`config.mk`:
```
export PLATFORM = sky130hd
export DESIGN_NAME = gpei_top
export DESIGN_NICKNAME = d
export VERILOG_FILES = /design/src/rtl/gpei_pkg.sv /design/src/rtl/gpei_set_decode.sv /design/src/rtl/gpei_edge_detect.sv /design/src/rtl/gpei_set_core.sv /design/src/rtl/gpei_bank_gate.sv /design/src/rtl/gpei_top.sv
export SDC_FILE = /design/constraint.sdc
export NUM_CORES = 1
export LEC_CHECK = 0
export ABC_AREA = 1
export BUFFER_PORTS_ARGS = -buffer_cell sky130_fd_sc_hd__buf_4
export CAP_MARGIN = 40
export CORE_MARGIN = 8
export CORE_UTILIZATION = 27
export DETAILED_ROUTE_END_ITERATION = 8
export GPL_ROUTABILITY_DRIVEN = 1
export PLACE_DENSITY = 0.49
export SLEW_MARGIN = 30
export SYNTH_ARGS = -nofsm -noshare
export SYNTH_HDL_FRONTEND = slang
export SYNTH_SLANG_ARGS = --single-unit
```
`constraint.sdc`:
```
create_clock -name clk -period 1.38 [get_ports clk]
set_clock_uncertainty 0.05 [all_clocks]
set_input_delay 0.069 -clock clk [delete_from_list [all_inputs] [get_ports clk]]
set_output_delay 0.069 -clock clk [all_outputs]
set_load 0.005 [all_outputs]
```
`src/rtl/gpei_pkg.sv`:
```
package gpei_pkg;

   localparam int unsigned REG_W         = 32;
   localparam int unsigned BANK_W        = 16;
   localparam int unsigned BANKS_PER_SET = REG_W / BANK_W;

   localparam int unsigned OFS_BANK_EN   = 'h08;
   localparam int unsigned SET_BASE      = 'h10;
   localparam int unsigned SET_STRIDE    = 'h20;

   localparam int unsigned OFS_RISE_ON   = 'h00;
   localparam int unsigned OFS_RISE_OFF  = 'h04;
   localparam int unsigned OFS_FALL_ON   = 'h08;
   localparam int unsigned OFS_FALL_OFF  = 'h0C;
   localparam int unsigned OFS_FLAGS     = 'h10;

   typedef struct packed {
      logic rise_on;
      logic rise_off;
      logic fall_on;
      logic fall_off;
      logic flag_clr;
   } set_wr_t;

   typedef enum logic [1:0] {
      RD_NONE,
      RD_RISE,
      RD_FALL,
      RD_FLAGS
   } set_rd_e;

endpackage

```
`src/rtl/gpei_set_decode.sv`:
```
module gpei_set_decode
   import gpei_pkg::*;
#(
   parameter int unsigned ADDR_W  = 8,
   parameter int unsigned SET_IDX = 0
) (
   input  logic [ADDR_W-1:0] addr,
   input  logic              we,
   output set_wr_t           wr,
   output set_rd_e           rd
);

   localparam int unsigned BASE = SET_BASE + SET_IDX * SET_STRIDE;
   localparam logic [ADDR_W-1:0] A_RISE_ON  = ADDR_W'(BASE + OFS_RISE_ON);
   localparam logic [ADDR_W-1:0] A_RISE_OFF = ADDR_W'(BASE + OFS_RISE_OFF);
   localparam logic [ADDR_W-1:0] A_FALL_ON  = ADDR_W'(BASE + OFS_FALL_ON);
   localparam logic [ADDR_W-1:0] A_FALL_OFF = ADDR_W'(BASE + OFS_FALL_OFF);
   localparam logic [ADDR_W-1:0] A_FLAGS    = ADDR_W'(BASE + OFS_FLAGS);

   always_comb begin
      wr = '0;
      rd = RD_NONE;
      if (addr == A_RISE_ON) begin
         wr.rise_on = we;
         rd = RD_RISE;
      end else if (addr == A_RISE_OFF) begin
         wr.rise_off = we;
         rd = RD_RISE;
      end else if (addr == A_FALL_ON) begin
         wr.fall_on = we;
         rd = RD_FALL;
      end else if (addr == A_FALL_OFF) begin
         wr.fall_off = we;
         rd = RD_FALL;
      end else if (addr == A_FLAGS) begin
         wr.flag_clr = we;
         rd = RD_FLAGS;
      end
   end

endmodule

```
`src/rtl/gpei_edge_detect.sv`:
```
module gpei_edge_detect #(
   parameter int unsigned W = 32
) (
   input  logic         clk,
   input  logic         rst_n,
   input  logic [W-1:0] lvl,
   output logic [W-1:0] rise_ev,
   output logic [W-1:0] fall_ev
);

   logic [W-1:0] prev_q;

   always_ff @(posedge clk) begin
      if (!rst_n) prev_q <= '0;
      else        prev_q <= lvl;
   end

   assign rise_ev = lvl & ~prev_q;
   assign fall_ev = ~lvl & prev_q;

endmodule

```
`src/rtl/gpei_set_core.sv`:
```
module gpei_set_core
   import gpei_pkg::*;
#(
   parameter int unsigned W = REG_W
) (
   input  logic         clk,
   input  logic         rst_n,
   input  set_wr_t      wr,
   input  logic [W-1:0] wdata,
   input  logic [W-1:0] rise_ev,
   input  logic [W-1:0] fall_ev,
   output logic [W-1:0] rise_en,
   output logic [W-1:0] fall_en,
   output logic [W-1:0] flags
);

   logic [W-1:0] rise_q, fall_q, flags_q;
   logic [W-1:0] hits, clr_mask;

   assign hits     = (rise_ev & rise_q) | (fall_ev & fall_q);
   assign clr_mask = wr.flag_clr ? wdata : '0;

   always_ff @(posedge clk) begin
      if (!rst_n) begin
         rise_q  <= '0;
         fall_q  <= '0;
         flags_q <= '0;
      end else begin
         if (wr.rise_on)       rise_q <= rise_q | wdata;
         else if (wr.rise_off) rise_q <= rise_q & ~wdata;
         if (wr.fall_on)       fall_q <= fall_q | wdata;
         else if (wr.fall_off) fall_q <= fall_q & ~wdata;
         flags_q <= (flags_q & ~clr_mask) | hits;
      end
   end

   assign rise_en = rise_q;
   assign fall_en = fall_q;
   assign flags   = flags_q;

endmodule

```
`src/rtl/gpei_bank_gate.sv`:
```
module gpei_bank_gate #(
   parameter int unsigned NUM_BANKS = 4,
   parameter int unsigned BANK_W    = 16
) (
   input  logic [NUM_BANKS*BANK_W-1:0] flags_flat,
   input  logic [NUM_BANKS-1:0]        bank_en,
   output logic [NUM_BANKS-1:0]        irq
);

   for (genvar b = 0; b < NUM_BANKS; b++) begin : g_bank
      assign irq[b] = bank_en[b] & (|flags_flat[b*BANK_W +: BANK_W]);
   end

endmodule

```
`src/rtl/gpei_top.sv`:
```
module gpei_top
   import gpei_pkg::*;
#(
   parameter int unsigned NUM_SETS = 2,
   parameter int unsigned ADDR_W   = 8,
   localparam int unsigned NUM_PINS  = NUM_SETS * REG_W,
   localparam int unsigned NUM_BANKS = NUM_SETS * BANKS_PER_SET
) (
   input  logic                 clk,
   input  logic                 rst_n,
   input  logic [NUM_PINS-1:0]  pin_lvl,
   input  logic                 bus_we,
   input  logic [ADDR_W-1:0]    bus_addr,
   input  logic [REG_W-1:0]     bus_wdata,
   output logic [REG_W-1:0]     bus_rdata,
   output logic [NUM_BANKS-1:0] irq_o
);

   if (NUM_SETS < 1 || NUM_BANKS > REG_W || ADDR_W > 30) begin : g_bad_cfg
      $error("gpei_top: NUM_SETS/ADDR_W out of range");
   end
   if (ADDR_W <= 30 &&
       (SET_BASE + NUM_SETS * SET_STRIDE) > (1 << ADDR_W)) begin : g_bad_map
      $error("gpei_top: register map does not fit ADDR_W");
   end

   localparam logic [ADDR_W-1:0] A_BANK_EN = ADDR_W'(OFS_BANK_EN);

   set_wr_t [NUM_SETS-1:0]           wr_s;
   set_rd_e                          rd_s [NUM_SETS];
   logic [NUM_SETS-1:0][REG_W-1:0]   rise_ev_s, fall_ev_s;
   logic [NUM_SETS-1:0][REG_W-1:0]   rise_en_s, fall_en_s, flags_s;
   logic [NUM_BANKS-1:0]             ben_q;

   for (genvar s = 0; s < NUM_SETS; s++) begin : g_set
      gpei_set_decode #(
         .ADDR_W  (ADDR_W),
         .SET_IDX (s)
      ) u_dec (
         .addr (bus_addr),
         .we   (bus_we),
         .wr   (wr_s[s]),
         .rd   (rd_s[s])
      );

      gpei_edge_detect #(
         .W (REG_W)
      ) u_edge (
         .clk     (clk),
         .rst_n   (rst_n),
         .lvl     (pin_lvl[s*REG_W +: REG_W]),
         .rise_ev (rise_ev_s[s]),
         .fall_ev (fall_ev_s[s])
      );

      gpei_set_core #(
         .W (REG_W)
      ) u_core (
         .clk     (clk),
         .rst_n   (rst_n),
         .wr      (wr_s[s]),
         .wdata   (bus_wdata),
         .rise_ev (rise_ev_s[s]),
         .fall_ev (fall_ev_s[s]),
         .rise_en (rise_en_s[s]),
         .fall_en (fall_en_s[s]),
         .flags   (flags_s[s])
      );
   end

   always_ff @(posedge clk) begin
      if (!rst_n)                               ben_q <= '0;
      else if (bus_we && bus_addr == A_BANK_EN) ben_q <= bus_wdata[NUM_BANKS-1:0];
   end

   gpei_bank_gate #(
      .NUM_BANKS (NUM_BANKS),
      .BANK_W    (BANK_W)
   ) u_gate (
      .flags_flat (flags_s),
      .bank_en    (ben_q),
      .irq        (irq_o)
   );

   always_comb begin
      bus_rdata = '0;
      if (bus_addr == A_BANK_EN) bus_rdata = REG_W'(ben_q);
      for (int s = 0; s < NUM_SETS; s++) begin
         case (rd_s[s])
            RD_RISE:  bus_rdata = rise_en_s[s];
            RD_FALL:  bus_rdata = fall_en_s[s];
            RD_FLAGS: bus_rdata = flags_s[s];
            default:  ;
         endcase
      end
   end

endmodule

```
==> reports/metrics.cfg <==
[floorplanning]
initial_utilization_pct=27.2
pin_count=143
coreArea_um2=48500
die_h_um=237
dieWidth_um=237
die_area_um2=56200
num_rows=81

[routing]
num_vias=15000
firstDrtPassIters=5
drt_iter0_markers=1063
drtAntennaViolNets=0
routed_wl_um=54400
wl_per_cell_um=16.9
drcViolationCount=0
vias_per_cell=4.65

[synthesis]
yosys_warnings=0
synth_fp_nets=2290
synth.distinct_cells=22
synth-compound-area-share_pct=7.02
synthAdderAreaFrac_pct=0
synth-seq-cells=260
syn_area_um2=13200
netlist_instances=2183
synthMuxAreaShare_pct=0
synth_top_family_by_area=simple AND/OR/NAND/NOR gates
synth_simple_gate_area_share_pct=41.9
post_synth.cell_area_avg_um2=6.04
ys_seq_area_share_pct=39.5
synth_xor_xnor_area_share_pct=0

[clock_network]
cts_buffers=31
cts_tree=done
clock_latency_ns=0.59
path_clk_slew_ns=0.06
cts_buffer_depth=3
clkSinkCount=260
htreeDepth=1
cts-root-buf=clkbuf_16

[global_route]
grt_pass1_vias=14300
grt_pass1_wl_um=81200
antenna_found_initial=5
grt_max_degree=69
grt-ovfl-total=0
track_usage_pct=18.1

[layout]
area_growth_pct=51.8
fill_cells=4995
nNetsFinal=2678
drive_above_1_share_pct=25.7
fin_area_um2=20000
utilization_pct=41.2

[pwr]
total_power_mw=17.5
vdd_drop_max_uv=1000
powerDensity_nw_per_um2=877
leakagePower_nw=9.21

[critical_path]
path_class=flop to primary output
required_ns=1.26
crit_chain=inv_2 > nand4_1 > nor3_2 > buf_4 > a21oi_4 > buf_6
worstSetupStartpointType=flop
critPathArrivalTime_ns=1.67
critical_path.max_stage_delay_ns=0.32
critPathSlowestCell=dfxtp_2
critPathCaptureType=primary output
cp_max_fo=2
worst-path-buf-inv=3
path_delay_family=simple AND/OR/NAND/NOR gates

[placed_design]
dpl_cell_area_um2=15400
dp_hpwl_um=33800
place_congestion=0.774
io_buffer_count=142

[sta]
timing.fmax_ghz=0.560
worst_slack_ns=-0.407
slew_headroom_pct=78.0
fin_crit_ns=1.79
maxSlewViolCount=0
setup_viol=36
rsz0062_at_grt=true
period_share_pct=129
worstMarginPinSlew_ns=0.330
hold_viol_final=0

[outcome]
violations=setup timing
status=complete, but fails checks

[flow_run]
maxCapViolations=0

[worst_hold_path]
hold_path.class=primary input to flop

-- worst reg2reg max path: cells and delay by family (launching register included) --
kind            cells  cell delay (ns)
compound gates      2             0.23
buf+inv             3             0.29
flops               1             0.32
simple gates        1             0.08
-- layout by cell type (no fill, tap or decap), types with 2 or more instances in the layout --
cell	n
o21ai_2	20
buf_16	3
o21ai_0	10
buf_8	2
nor2_4	31
nor2_2	42
a21oi_1	130
clkbuf_1	9
buf_4	202
o21ai_1	20
diode_2	4
inv_2	72
clkinv_4	2
dfxtp_2	80
nand4_1	27
dfxtp_1	180
nor2_1	448
nand2_4	9
buf_6	42
clkbuf_16	40
a21oi_2	4
bufbuf_16	4
nor3_2	4
clkinv_2	3
clkbuf_8	10
nor3_4	2
nand2_2	38
nand2_1	541
dlygate4sd3_1	162
inv_4	4
nand2_8	2
inv_1	206
buf_12	30
nand3_1	193
nand3_2	14
-- routing by layer --
| metal | vias up | wire length (um) | global-route usage, % |
|---|---|---|---|
| met3 | 89 | 2920 | 3.30 |
| met5 | - | 21 | 0 |
| met4 | 4 | 1750 | 6.61 |
| met1 | 7023 | 24400 | 23.4 |
| li1 | 7486 | - | - |
| met2 | 376 | 25300 | 29.7 |
-- Yosys cell counts (all sizes together) --
cell type    n  share of area [%]
dfxtp      260                 39
o21ai       50                1.9
inv        283                8.1
nand2      590                 17
nand4       27                1.3
nand3      208                7.9
nor2       522                 15
clkbuf      47                1.3
a21oi      135                5.1
nor3         6               0.34
buf         54                2.2
nor4         1              0.047
-- area by class of cell --
class | instances | area, um2 | share of cell area (%)
antenna | 4 | 10.0 | 0.0500
tap | 622 | 778 | 3.89
sequential | 260 | 5310 | 26.5
multi-input combinational | 1539 | 7130 | 35.6
clock buffer | 50 | 947 | 4.73
timing repair buffer | 456 | 4700 | 23.5
clock inverter | 6 | 62.6 | 0.313
inverter | 283 | 1080 | 5.38
-- path summary, 6_finish.rpt --
check	from	end	slack, ns	depth (start not counted)
worst min-delay path	bus_we	flop	0.05	5
worst min register to register	g_set[1].u_core.flags[6]	g_set[1].u_core.flags[6]	0.41	2
worst max-delay path	g_set[0].u_core.flags[8]	irq_o[0]	-0.41	6
worst max register to register	flop	g_set[0].u_core.flags[5]	0.35	6
-- logic make-up (layout without fill, tap and decap cells) --
family,Yosys count,in the layout
other cells,0,4
simple gates,1354,1354
compound gates,185,185
buf+inv,384,795
flops,260,260
-- where the power goes --
part           leakage (nW)  switching (mW)  internal (mW)
logic                  6.56           0.855          0.733
registers              2.15          0.0567           7.62
clock network         0.499            3.44           4.84
-- metrics by stage --
stage	setup TNS (ns)	hold WS, ns	std cells	setup slack, ns
after CTS	-7.24	0.0162	3184	-0.525
after global routing	-9.20	0.0600	3217	-0.493
after floorplan	0	0.112	2183	0.214
after global placement	-8.12	0.214	2910	-0.239
after detailed placement	-13.58	0.221	2910	-0.269
final	-6.47	0.0498	3220	-0.407
-- what timing repair did --
item / 4_1_cts / 5_1_grt
gates cloned: 5 / 10
pin swaps: 99 / 75
hold buffers: 164 / 0
resized for setup: 231 / 201
setup endpoints to repair: 36 / 86
buffers inserted: 50 / 24
endpoints found under the hold margin: 260 / 0
No activity file was read; power rests on OpenSTA's default activity.
